**config.mk**
```make
export PLATFORM = sky130hd
export DESIGN_NAME = netreg_if
export DESIGN_NICKNAME = d
export VERILOG_FILES = /design/src/rtl/netreg_pkg.sv /design/src/rtl/netreg_decode.sv /design/src/rtl/netreg_fifo.sv /design/src/rtl/netreg_if.sv
export SDC_FILE = /design/constraint.sdc
export NUM_CORES = 2
export LEC_CHECK = 0
export BUFFER_PORTS_ARGS = -buffer_cell sky130_fd_sc_hd__buf_4
export CAP_MARGIN = 40
export CORE_UTILIZATION = 40
export CTS_CLUSTER_DIAMETER = 80
export CTS_CLUSTER_SIZE = 20
export DETAILED_ROUTE_END_ITERATION = 16
export PLACE_DENSITY = 0.67
export SYNTH_ARGS = -nofsm -noshare
export SYNTH_HDL_FRONTEND = slang
export SYNTH_SLANG_ARGS = --single-unit
```
**constraint.sdc**
```tcl
create_clock -name clk -period 11.8 [get_ports clk]
set_input_delay 0 -clock clk [delete_from_list [all_inputs] [get_ports clk]]
set_output_delay 0 -clock clk [all_outputs]
set_load 0.01 [all_outputs]
```
**src/rtl/netreg_pkg.sv**
```systemverilog
package netreg_pkg;
    localparam int NR_DATA_W  = 32;
    localparam int NR_PORTS   = 4;
    localparam int NR_BASE    = 24;
    localparam int NR_DEPTH   = 4;
    localparam int NR_IDX_W   = 5;

    // True when a register number falls in the mapped window.
    function automatic logic in_window(input int idx, input int base, input int nports);
        return (idx >= base) && (idx < base + nports);
    endfunction
endpackage

```
**src/rtl/netreg_decode.sv**
```systemverilog
module netreg_decode #(
    parameter int IW   = 5,
    parameter int BASE = 24,
    parameter int NP   = 4,
    localparam int PW  = $clog2(NP)
) (
    input  logic [IW-1:0] idx,
    output logic          hit,
    output logic [PW-1:0] port
);
    always_comb begin
        hit  = netreg_pkg::in_window(int'(idx), BASE, NP);
        port = PW'(int'(idx) - BASE);
    end
endmodule

```
**src/rtl/netreg_fifo.sv**
```systemverilog
module netreg_fifo #(
    parameter int W     = 32,
    parameter int DEPTH = 4,
    parameter int LOOK  = 1,
    localparam int AW   = $clog2(DEPTH),
    localparam int CW   = $clog2(DEPTH + 1),
    localparam int PNW  = $clog2(LOOK + 1)
) (
    input  logic                     clk,
    input  logic                     rst_n,
    input  logic                     push,
    input  logic [W-1:0]             push_data,
    input  logic [PNW-1:0]           pop_n,
    output logic [LOOK-1:0][W-1:0]   peek,
    output logic [CW-1:0]            count
);
    typedef struct packed {
        logic [DEPTH-1:0][W-1:0] mem;
        logic [AW-1:0]           rd;
        logic [AW-1:0]           wr;
        logic [CW-1:0]           cnt;
    } fifo_st_t;

    fifo_st_t st_d, st_q;

    always_comb begin
        st_d = st_q;
        if (push) begin
            st_d.mem[st_q.wr] = push_data;
            st_d.wr           = st_q.wr + AW'(1);
        end
        st_d.rd  = st_q.rd + AW'(pop_n);
        st_d.cnt = st_q.cnt + CW'(push) - CW'(pop_n);
    end

    always_ff @(posedge clk) begin
        if (!rst_n) st_q <= '0;
        else        st_q <= st_d;
    end

    for (genvar j = 0; j < LOOK; j++) begin : g_peek
        assign peek[j] = st_q.mem[st_q.rd + AW'(j)];
    end

    assign count = st_q.cnt;

    a_r8_no_overflow: assert property (@(posedge clk) disable iff (!rst_n)
        push |-> (st_q.cnt < CW'(DEPTH)));
    a_r4_no_underflow: assert property (@(posedge clk) disable iff (!rst_n)
        (CW'(pop_n) <= st_q.cnt));
endmodule

```
**src/rtl/netreg_if.sv**
```systemverilog
module netreg_if #(
    parameter int W     = netreg_pkg::NR_DATA_W,
    parameter int NP    = netreg_pkg::NR_PORTS,
    parameter int BASE  = netreg_pkg::NR_BASE,
    parameter int DEPTH = netreg_pkg::NR_DEPTH,
    parameter int IW    = netreg_pkg::NR_IDX_W,
    localparam int PW   = $clog2(NP),
    localparam int CW   = $clog2(DEPTH + 1)
) (
    input  logic                 clk,
    input  logic                 rst_n,
    input  logic                 issue_valid,
    input  logic [IW-1:0]        src_a_idx,
    input  logic [IW-1:0]        src_b_idx,
    input  logic [W-1:0]         rf_a_data,
    input  logic [W-1:0]         rf_b_data,
    output logic [W-1:0]         opnd_a,
    output logic [W-1:0]         opnd_b,
    output logic                 issue_stall,
    input  logic                 wb_valid,
    input  logic [IW-1:0]        wb_idx,
    input  logic [W-1:0]         wb_data,
    output logic                 wb_stall,
    output logic                 rf_we,
    input  logic [NP-1:0]        net_in_valid,
    input  logic [NP-1:0][W-1:0] net_in_data,
    output logic [NP-1:0]        net_in_ready,
    output logic [NP-1:0]        net_out_valid,
    output logic [NP-1:0][W-1:0] net_out_data,
    input  logic [NP-1:0]        net_out_ready
);
    logic          a_hit, b_hit, w_hit;
    logic [PW-1:0] a_port, b_port, w_port;

    netreg_decode #(.IW(IW), .BASE(BASE), .NP(NP)) u_dec_a (.idx(src_a_idx), .hit(a_hit), .port(a_port));
    netreg_decode #(.IW(IW), .BASE(BASE), .NP(NP)) u_dec_b (.idx(src_b_idx), .hit(b_hit), .port(b_port));
    netreg_decode #(.IW(IW), .BASE(BASE), .NP(NP)) u_dec_w (.idx(wb_idx),    .hit(w_hit), .port(w_port));

    logic [NP-1:0][1:0]        need;
    logic [NP-1:0]             short_q;
    logic [NP-1:0][1:0]        in_pop;
    logic [NP-1:0]             in_push;
    logic [NP-1:0][CW-1:0]     in_cnt;
    logic [NP-1:0][1:0][W-1:0] in_peek;
    logic [NP-1:0]             out_push;
    logic [NP-1:0]             out_pop;
    logic [NP-1:0][CW-1:0]     out_cnt;
    logic [NP-1:0][0:0][W-1:0] out_peek;
    logic                      issue_fire;
    logic                      same_port;

    always_comb begin
        same_port   = a_hit && b_hit && (a_port == b_port);
        issue_stall = issue_valid && (|short_q);
        issue_fire  = issue_valid && !issue_stall;
        opnd_a      = a_hit ? in_peek[a_port][0] : rf_a_data;
        if (!b_hit)         opnd_b = rf_b_data;
        else if (same_port) opnd_b = in_peek[b_port][1];
        else                opnd_b = in_peek[b_port][0];
        wb_stall    = wb_valid && w_hit && (out_cnt[w_port] == CW'(DEPTH));
        rf_we       = wb_valid && !w_hit;
    end

    for (genvar k = 0; k < NP; k++) begin : g_port
        assign need[k]          = 2'(a_hit && (a_port == PW'(k))) + 2'(b_hit && (b_port == PW'(k)));
        assign short_q[k]       = CW'(need[k]) > in_cnt[k];
        assign in_pop[k]        = issue_fire ? need[k] : 2'd0;
        assign net_in_ready[k]  = in_cnt[k] < CW'(DEPTH);
        assign in_push[k]       = net_in_valid[k] && net_in_ready[k];
        assign out_push[k]      = wb_valid && w_hit && (w_port == PW'(k)) && !wb_stall;
        assign net_out_valid[k] = out_cnt[k] != '0;
        assign out_pop[k]       = net_out_valid[k] && net_out_ready[k];
        assign net_out_data[k]  = out_peek[k][0];

        netreg_fifo #(.W(W), .DEPTH(DEPTH), .LOOK(2)) u_rxq (
            .clk(clk), .rst_n(rst_n),
            .push(in_push[k]), .push_data(net_in_data[k]),
            .pop_n(in_pop[k]), .peek(in_peek[k]), .count(in_cnt[k])
        );

        netreg_fifo #(.W(W), .DEPTH(DEPTH), .LOOK(1)) u_txq (
            .clk(clk), .rst_n(rst_n),
            .push(out_push[k]), .push_data(wb_data),
            .pop_n(out_pop[k]), .peek(out_peek[k]), .count(out_cnt[k])
        );
    end

    a_r4_stall_on_empty: assert property (@(posedge clk) disable iff (!rst_n)
        (issue_valid && a_hit && (in_cnt[a_port] == '0)) |-> issue_stall);
    a_r3_stall_on_single: assert property (@(posedge clk) disable iff (!rst_n)
        (issue_valid && same_port && (in_cnt[a_port] < CW'(2))) |-> issue_stall);
    a_r6_stall_on_full: assert property (@(posedge clk) disable iff (!rst_n)
        (wb_valid && w_hit && (out_cnt[w_port] == CW'(DEPTH))) |-> wb_stall);
    a_r1_plain_no_stall: assert property (@(posedge clk) disable iff (!rst_n)
        (issue_valid && !a_hit && !b_hit) |-> !issue_stall);
endmodule

```
### Word level (Yosys, flattened, before mapping)

Cells that the tools add are included.

| cells by class | value |
|---|---|
| add/sub/neg operators | 43 |
| reductions and logical operators | 53 |
| multiplexer cells | 61 |
| equality and inequality tests | 11 |
| order comparisons | 45 |

Operators with widths:

| kind | number |
|---|---|
| bitwise mux 128 bit | 8 |
| binary-select mux 32 bit (select 2 bit) | 12 |
| 2-to-1 mux 32 bit | 24 |
| demux 32 bit (select 2 bit) | 8 |
| binary-select mux 64 bit (select 2 bit) | 2 |
| less-than comparator 2 x 3 -> 1 bit, second input constant | 23 |
| 2-to-1 mux 64 bit | 1 |
| logical AND 1 bit | 42 |
| adder 2 x 1 -> 2 bit, second input constant | 12 |
| adder 3 x 1 -> 3 bit | 8 |
| >= comparator 2 x 1 -> 1 bit, second input constant | 8 |
| >= comparator 5 bit, second input constant | 3 |
| less-than comparator 5 bit, second input constant | 3 |
| equality test 2 bit, second input constant | 6 |
| > comparator 2 x 3 -> 1 bit | 4 |
| less-than comparator 3 bit, second input constant | 4 |
| nonzero test 3 bit | 4 |
| subtractor 3 x 1 -> 3 bit | 4 |
| subtractor 3 x 2 -> 3 bit | 4 |
| adder 1 x 1 -> 2 bit | 4 |
| adder 2 x 1 -> 2 bit | 4 |
| adder 2 bit | 4 |
| 2-to-1 mux 2 bit | 4 |
| binary-select mux 3 bit (select 2 bit) | 1 |
| other kinds (8) | 16 |

| storage, ports and cells | value |
|---|---|
| output and inout port bits | 203 |
| bits in registers | 1080 |
| logic and storage cells | 269 |
| input port bits | 251 |

### Longest topological paths before layout

| depth | value |
|---|---|
| word-level depth | 11 |
| gate-level depth with buffers | 18 |
| mapped depth without buffers | 16 |

### By module

Synthesis repeated with hierarchy kept, for this count alone.

| second synthesis, totals | value |
|---|---|
| cell total of the unflattened synthesis | 5797 |
| area total of the unflattened synthesis | 60625.6 um2 |

By module, submodules not included:

| module | instances | cells each | seq. area each (um2) | area each (um2) |
|---|---|---|---|---|
| netreg_fifo at g_port[0].u_rxq ... | 4 | 699 | 2702.6 | 7415.9 |
| netreg_fifo at g_port[0].u_txq ... | 3 | 659 | 2702.6 | 6730.2 |
| netreg_fifo at g_port[3].u_txq | 1 | 658 | 2702.6 | 6722.7 |
| netreg_if | 1 | 357 | 0.0 | 3977.6 |
| netreg_decode | 3 | 3 | 0.0 | 23.8 |

### Worst setup path after synthesis

OpenSTA, ideal clock, no wires.

| path | value |
|---|---|
| kind | input -> register |
| start point | input src_b_idx[1] |
| end point | register g_port[2].u_rxq.st_q, in the netlist g_port[2].u_rxq.count[2] |
| stages | 18 |
| arrival | 3.635 ns |
| library setup time | 0.115 ns |
| required time | 11.685 ns |
| slack | 8.051 ns |
| buffers on the path | 3 |
| path through | nor2b_1 clkbuf_1 clkbuf_1 clkbuf_1 nor2b_1 ha_1 ha_1 nand2_1 nor3_1 nor4_2 and2_1 nand3_1 ha_1 inv_1 fa_1 xnor2_1 xnor2_1 and2_1 |

| on the way | value |
|---|---|
| cells in the longest elaborated chain, start to end | 11 |

RTL lines:

| item | RTL line | source |
|---|---|---|
| from (decl) | netreg_if.sv:14 | `input logic [IW-1:0] src_b_idx,` |
| >= comparator 5 bit (tied with other cells) | netreg_pkg.sv:10 | `return (idx >= base) && (idx < base + nports);` |
| logical AND 1 bit (tied with other cells) | netreg_pkg.sv:10 |  |
| logical AND 1 bit | netreg_if.sv:65 | `assign need[k] = 2'(a_hit && (a_port == PW'(k))) + 2'(b_hit && (b_port == PW'(k)));` |
| adder 1 x 1 -> 2 bit | netreg_if.sv:65 |  |
| > comparator 2 x 3 -> 1 bit | netreg_if.sv:66 | `assign short_q[k] = CW'(need[k]) > in_cnt[k];` |
| OR reduction 4 bit | netreg_if.sv:54 | `issue_stall = issue_valid && (\|short_q);` |
| logical AND 1 bit | netreg_if.sv:54 |  |
| zero test 1 bit | netreg_if.sv:55 | `issue_fire = issue_valid && !issue_stall;` |
| logical AND 1 bit | netreg_if.sv:55 |  |
| 2-to-1 mux 2 bit (*) | netreg_if.sv:67 | `assign in_pop[k] = issue_fire ? need[k] : 2'd0;` |
| subtractor 3 x 2 -> 3 bit (*) | netreg_fifo.sv:33 | `st_d.cnt = st_q.cnt + CW'(push) - CW'(pop_n);` |
| to (signal assigned) | netreg_fifo.sv:38 | `else st_q <= st_d;` |
| to (decl) | netreg_fifo.sv:24 | `fifo_st_t st_d, st_q;` |

Mark *: on every way between the ends. The rest lies on a longest branch, timed or not.
A chain may end at the register's enable or synchronous reset.

### Worst setup path after layout

| path | value |
|---|---|
| start point | register g_port[0].u_rxq.st_q[6] (netlist bit) |
| end point | output opnd_b[3] |

| on the way | value |
|---|---|
| cells in the longest elaborated chain, start to end | 7 |

RTL lines:

| item | RTL line | source |
|---|---|---|
| from (decl) | netreg_fifo.sv:24 |  |
| from (signal assigned) | netreg_fifo.sv:38 |  |
| adder 2 x 1 -> 2 bit | netreg_fifo.sv:42 | `assign peek[j] = st_q.mem[st_q.rd + AW'(j)];` |
| binary-select mux 32 bit (select 2 bit) | netreg_fifo.sv:42 |  |
| 2-to-1 mux 32 bit (not written as such) | netreg_fifo.sv:42 |  |
| binary-select mux 64 bit (select 2 bit) (*) | netreg_if.sv:58, netreg_if.sv:59 |  |
| 2-to-1 mux 64 bit (not written as such) (*) | netreg_if.sv:59 | `else opnd_b = in_peek[b_port][0];` |
| 2-to-1 mux 32 bit (*) | netreg_if.sv:58 | `else if (same_port) opnd_b = in_peek[b_port][1];` |
| 2-to-1 mux 32 bit (*) | netreg_if.sv:57 | `if (!b_hit) opnd_b = rf_b_data;` |
| to (decl) | netreg_if.sv:18 | `output logic [W-1:0] opnd_b,` |

Mark *: on every way between the ends. The rest lies on a longest branch, timed or not. The select of a mux whose other input is x is not followed.

==> impl_metrics.tcl <==
set metrics [dict create \
    status "finished clean" \
    grt_pass1_wl_mm 284.8 \
    cp.buffers_inverters 2 \
    p_seq_share_pct 47.4 \
    clockRootBuffer "clkbuf_16" \
    sw_frac_of_total_pct 31.86 \
    vdd_drop_max_mv 0.09727 \
    drt_iter0_markers 4780 \
    cts_sinks 1080 \
    first_pass_iters 6 \
    core_um2 137800 \
    arrival_ns 4.42 \
    fin_crit_sh_pct 37.42 \
    synth_area_leaders "dfxtp_1 39%, nand2_1 15%, mux4_2 9.2%, a21boi_0 7.9%, mux2i_1 5.6%" \
    synth_top_family_by_area "compound AO/OA/AOI/OAI gates" \
    rsz0062_at_grt "no" \
    hpwl_mm 130.4 \
    cts_tree "yes" \
    tns_ns 0 \
    startpoint_type "flip-flop" \
    vias 46950 \
    crit_top_cell "buf_4" \
    yosys_register_bits 1080 \
    p_comb_share_pct 22.5 \
    start_util_pct 40.40 \
    avgRoutedWirePerCell_um 23.53 \
    synth_edf_count 0 \
    syn_inst 6198 \
    regArea_um2 21650 \
    grt_max_degree 281 \
    avgViaCountPerCell 5.695 \
    synth_mux_area_share_pct 15.79 \
    die_h_um 375.1 \
    ys_warn_count 0 \
    yosysTopAreaCellShare_pct 38.83 \
    synth_top_flop_cell "dfxtp_1" \
    cp_top_family "buffers and inverters" \
    syn_to_final_growth_pct 13.43 \
    worst_slew_margin_rel_pct 24.73 \
    finalWirelength_mm 194.0 \
    power_density_nw_per_um2 134.0 \
    drv_cap 0 \
    multi_input_area_um2 30740 \
    fin_ws_ns 7.384 \
    syn_area_um2 55680 \
    pwr-share-clk_pct 30.1 \
    ios 454 \
    drive_gt1_share_pct 19.57 \
    cp-end-kind "output port" \
    drc 0 \
    crit_chain "buf_4, mux2_2, nor2_1, a211oi_1, nor4_1, nor3_1, buf_4" \
    synthArstFlopShare_pct 0 \
    p_sw_uw 2697 \
    htreeDepth 3 \
    clk_pin_slew_ns 0.09 \
    critPathKind "reg -> out" \
    synth_fa_ha_area_share_pct 1.636 \
    setup_violations 0 \
    port_buffers 453 \
    fmax_mhz 226.4 \
    fillCellCount 13120 \
    dp_slack_ns 7.687 \
    synth_commonest_cells "2218 x nand2_1, 1080 x dfxtp_1, 587 x a21boi_0, 354 x clkbuf_1, 310 x mux2i_1" \
    die_x_um 375.1 \
    synth_compound_area_share_pct 19.21 \
    cpMaxStageDelayCell "buf_4" \
    clock_path_buffers 3 \
    synth_top_cell_by_area "dfxtp_1" \
    yosys.area_share.simple_pct 17.76 \
    ys_seq_area_share_pct 38.83 \
    critPathMaxStageDelay_ns 0.84 \
    fin_crit_ns 4.416 \
    synth.most_common_cell "nand2_1" \
    grt_util_all_layers_pct 26.57 \
    gp_congestion 0.9657 \
    synth_nets 6517 \
    cp_max_fo 58 \
    synthXorXnorAreaFrac_pct 0.5978 \
    finalHoldViolCount 0 \
    antenna_found_initial 50 \
    postSynthAreaPerCell_um2 8.983 \
    rows 136 \
    worstMarginPinSlew_ns 1.129 \
    cts_resized 0 \
    postRouteAntennaNets 0 \
    synthDistinctLibCells 58 \
    power.internal_uw 5769 \
    grt_pass1_vias 43970 \
    crit_required_ns 11.80 \
    hp-class "in -> reg" \
    nets 6726 \
    numCtsBuffers 70 \
    ctsHoldBuffers 176 \
    overflow 0 \
    clkLatencyLatePin_ns 0.69 \
    fin_skew_ns 0.04211 \
    post-cts-setup-buffer-count 0 \
    maxSlewViolCount 0 \
    die-area_um2 140700 \
    leakagePower_uw 0.02065 \
]
## sequential cells by signal, summed over array words and instances, names as in the netlist
register / flops
g_port.u_txq.st_q: 528
g_port.u_txq.count: 12
g_port.u_rxq.st_q: 528
g_port.u_rxq.count: 12
## power by group through the flow
stage	Sequential (uW)	Clock, uW	Combinational [uW]
after global placement	4080	0	1720
after detailed placement	4090	0	1820
after CTS	4010	2590	1880
after floorplan	4030	0	1160
after global routing	4040	2710	2020
final	4010	2550	1910
## cells in the final DEF, fill, tap and decap left out, types with 41 or more instances in the layout
| cell type | Yosys | final |
|---|---|---|
| a21boi_1 | 167 | 167 |
| a21boi_2 | 270 | 270 |
| nor2_1 | 91 | 89 |
| inv_1 | 41 | 41 |
| dlygate4sd3_1 | 0 | 176 |
| dfxtp_1 | 1080 | 1068 |
| buf_4 | 82 | 508 |
| and2_1 | 65 | 45 |
| clkbuf_16 | 0 | 71 |
| mux4_2 | 227 | 227 |
| mux2i_1 | 310 | 310 |
| mux2_2 | 51 | 51 |
| a21boi_0 | 587 | 587 |
| nand2_1 | 2218 | 2201 |
| o22ai_1 | 76 | 76 |
| ha_1 | 60 | 60 |
| o21ai_0 | 43 | 43 |
## worst reg2reg max path, stage by stage, from the launching register on
cell	delay, ns
dfxtp_1	0.34
inv_1	0.05
ha_1	0.31
nand2_1	0.08
nor3_1	0.05
nor4_2	0.70
and2_1	0.36
nand3_1	0.12
ha_1	0.28
inv_1	0.05
fa_1	0.44
xnor2_1	0.15
xnor2_1	0.12
and2_1	0.15
## cell families (layout without fill, tap and decap cells)
group	Yosys count	after routing
adders and majority gates	68	68
DFF	1080	1080
AOI/OAI and AO/OA	1302	1302
buffers and inverters	623	854
and+or+nand+nor	2499	2499
xor gates and xnor gates	38	38
muxes	588	588
other	0	21
## cell type report
| type | instances | area share, % |
|---|---|---|
| timing repair buffer | 719 | 9.925 |
| antenna | 21 | 0.08321 |
| multi-input combinational | 4495 | 48.68 |
| tap | 1794 | 3.554 |
| clock inverter | 18 | 0.3784 |
| clock buffer | 76 | 2.859 |
| inverter | 41 | 0.2437 |
| sequential | 1080 | 34.28 |
## metal layers
layer | vias up | GRT usage (%) | wire length, um
met2 | 2173 | 39.57 | 83610
met4 | 50 | 12.49 | 9627
met1 | 22910 | 36.28 | 82300
met5 | - | 0 | 316
li1 | 21350 | - | -
met3 | 472 | 6.058 | 18170
## stage by stage
stage / total power, uW / hold WS [ns] / std cells / cell area [um2] / utilization (%)
finish: 8465 / 0.05896 / 8244 / 63160 / 45.82
global route: 8770 / 0.04985 / 8233 / 63130 / 45.80
CTS: 8483 / 0.004690 / 8223 / 63100 / 45.78
detailed placement: 5909 / 0.2946 / 7953 / 59300 / 43.02
global placement: 5799 / 0.2870 / 7919 / 58650 / 42.55
floorplan: 5188 / 0.1121 / 6198 / 55680 / -
## final timing paths
path,start,end,slack [ns],depth (start not counted)
hold reg to reg,g_port[3].u_txq.st_q[29],g_port[3].u_txq.st_q[29],0.45,2
hold / removal,net_in_valid[0],g_port[0].u_rxq.count[0],0.06,5
setup reg to reg,g_port[2].u_rxq.count[1],g_port[2].u_rxq.count[2],8.50,13
setup / recovery,g_port[0].u_rxq.st_q[6],opnd_b[3],7.38,7
No activity file was read; power rests on OpenSTA's default activity.
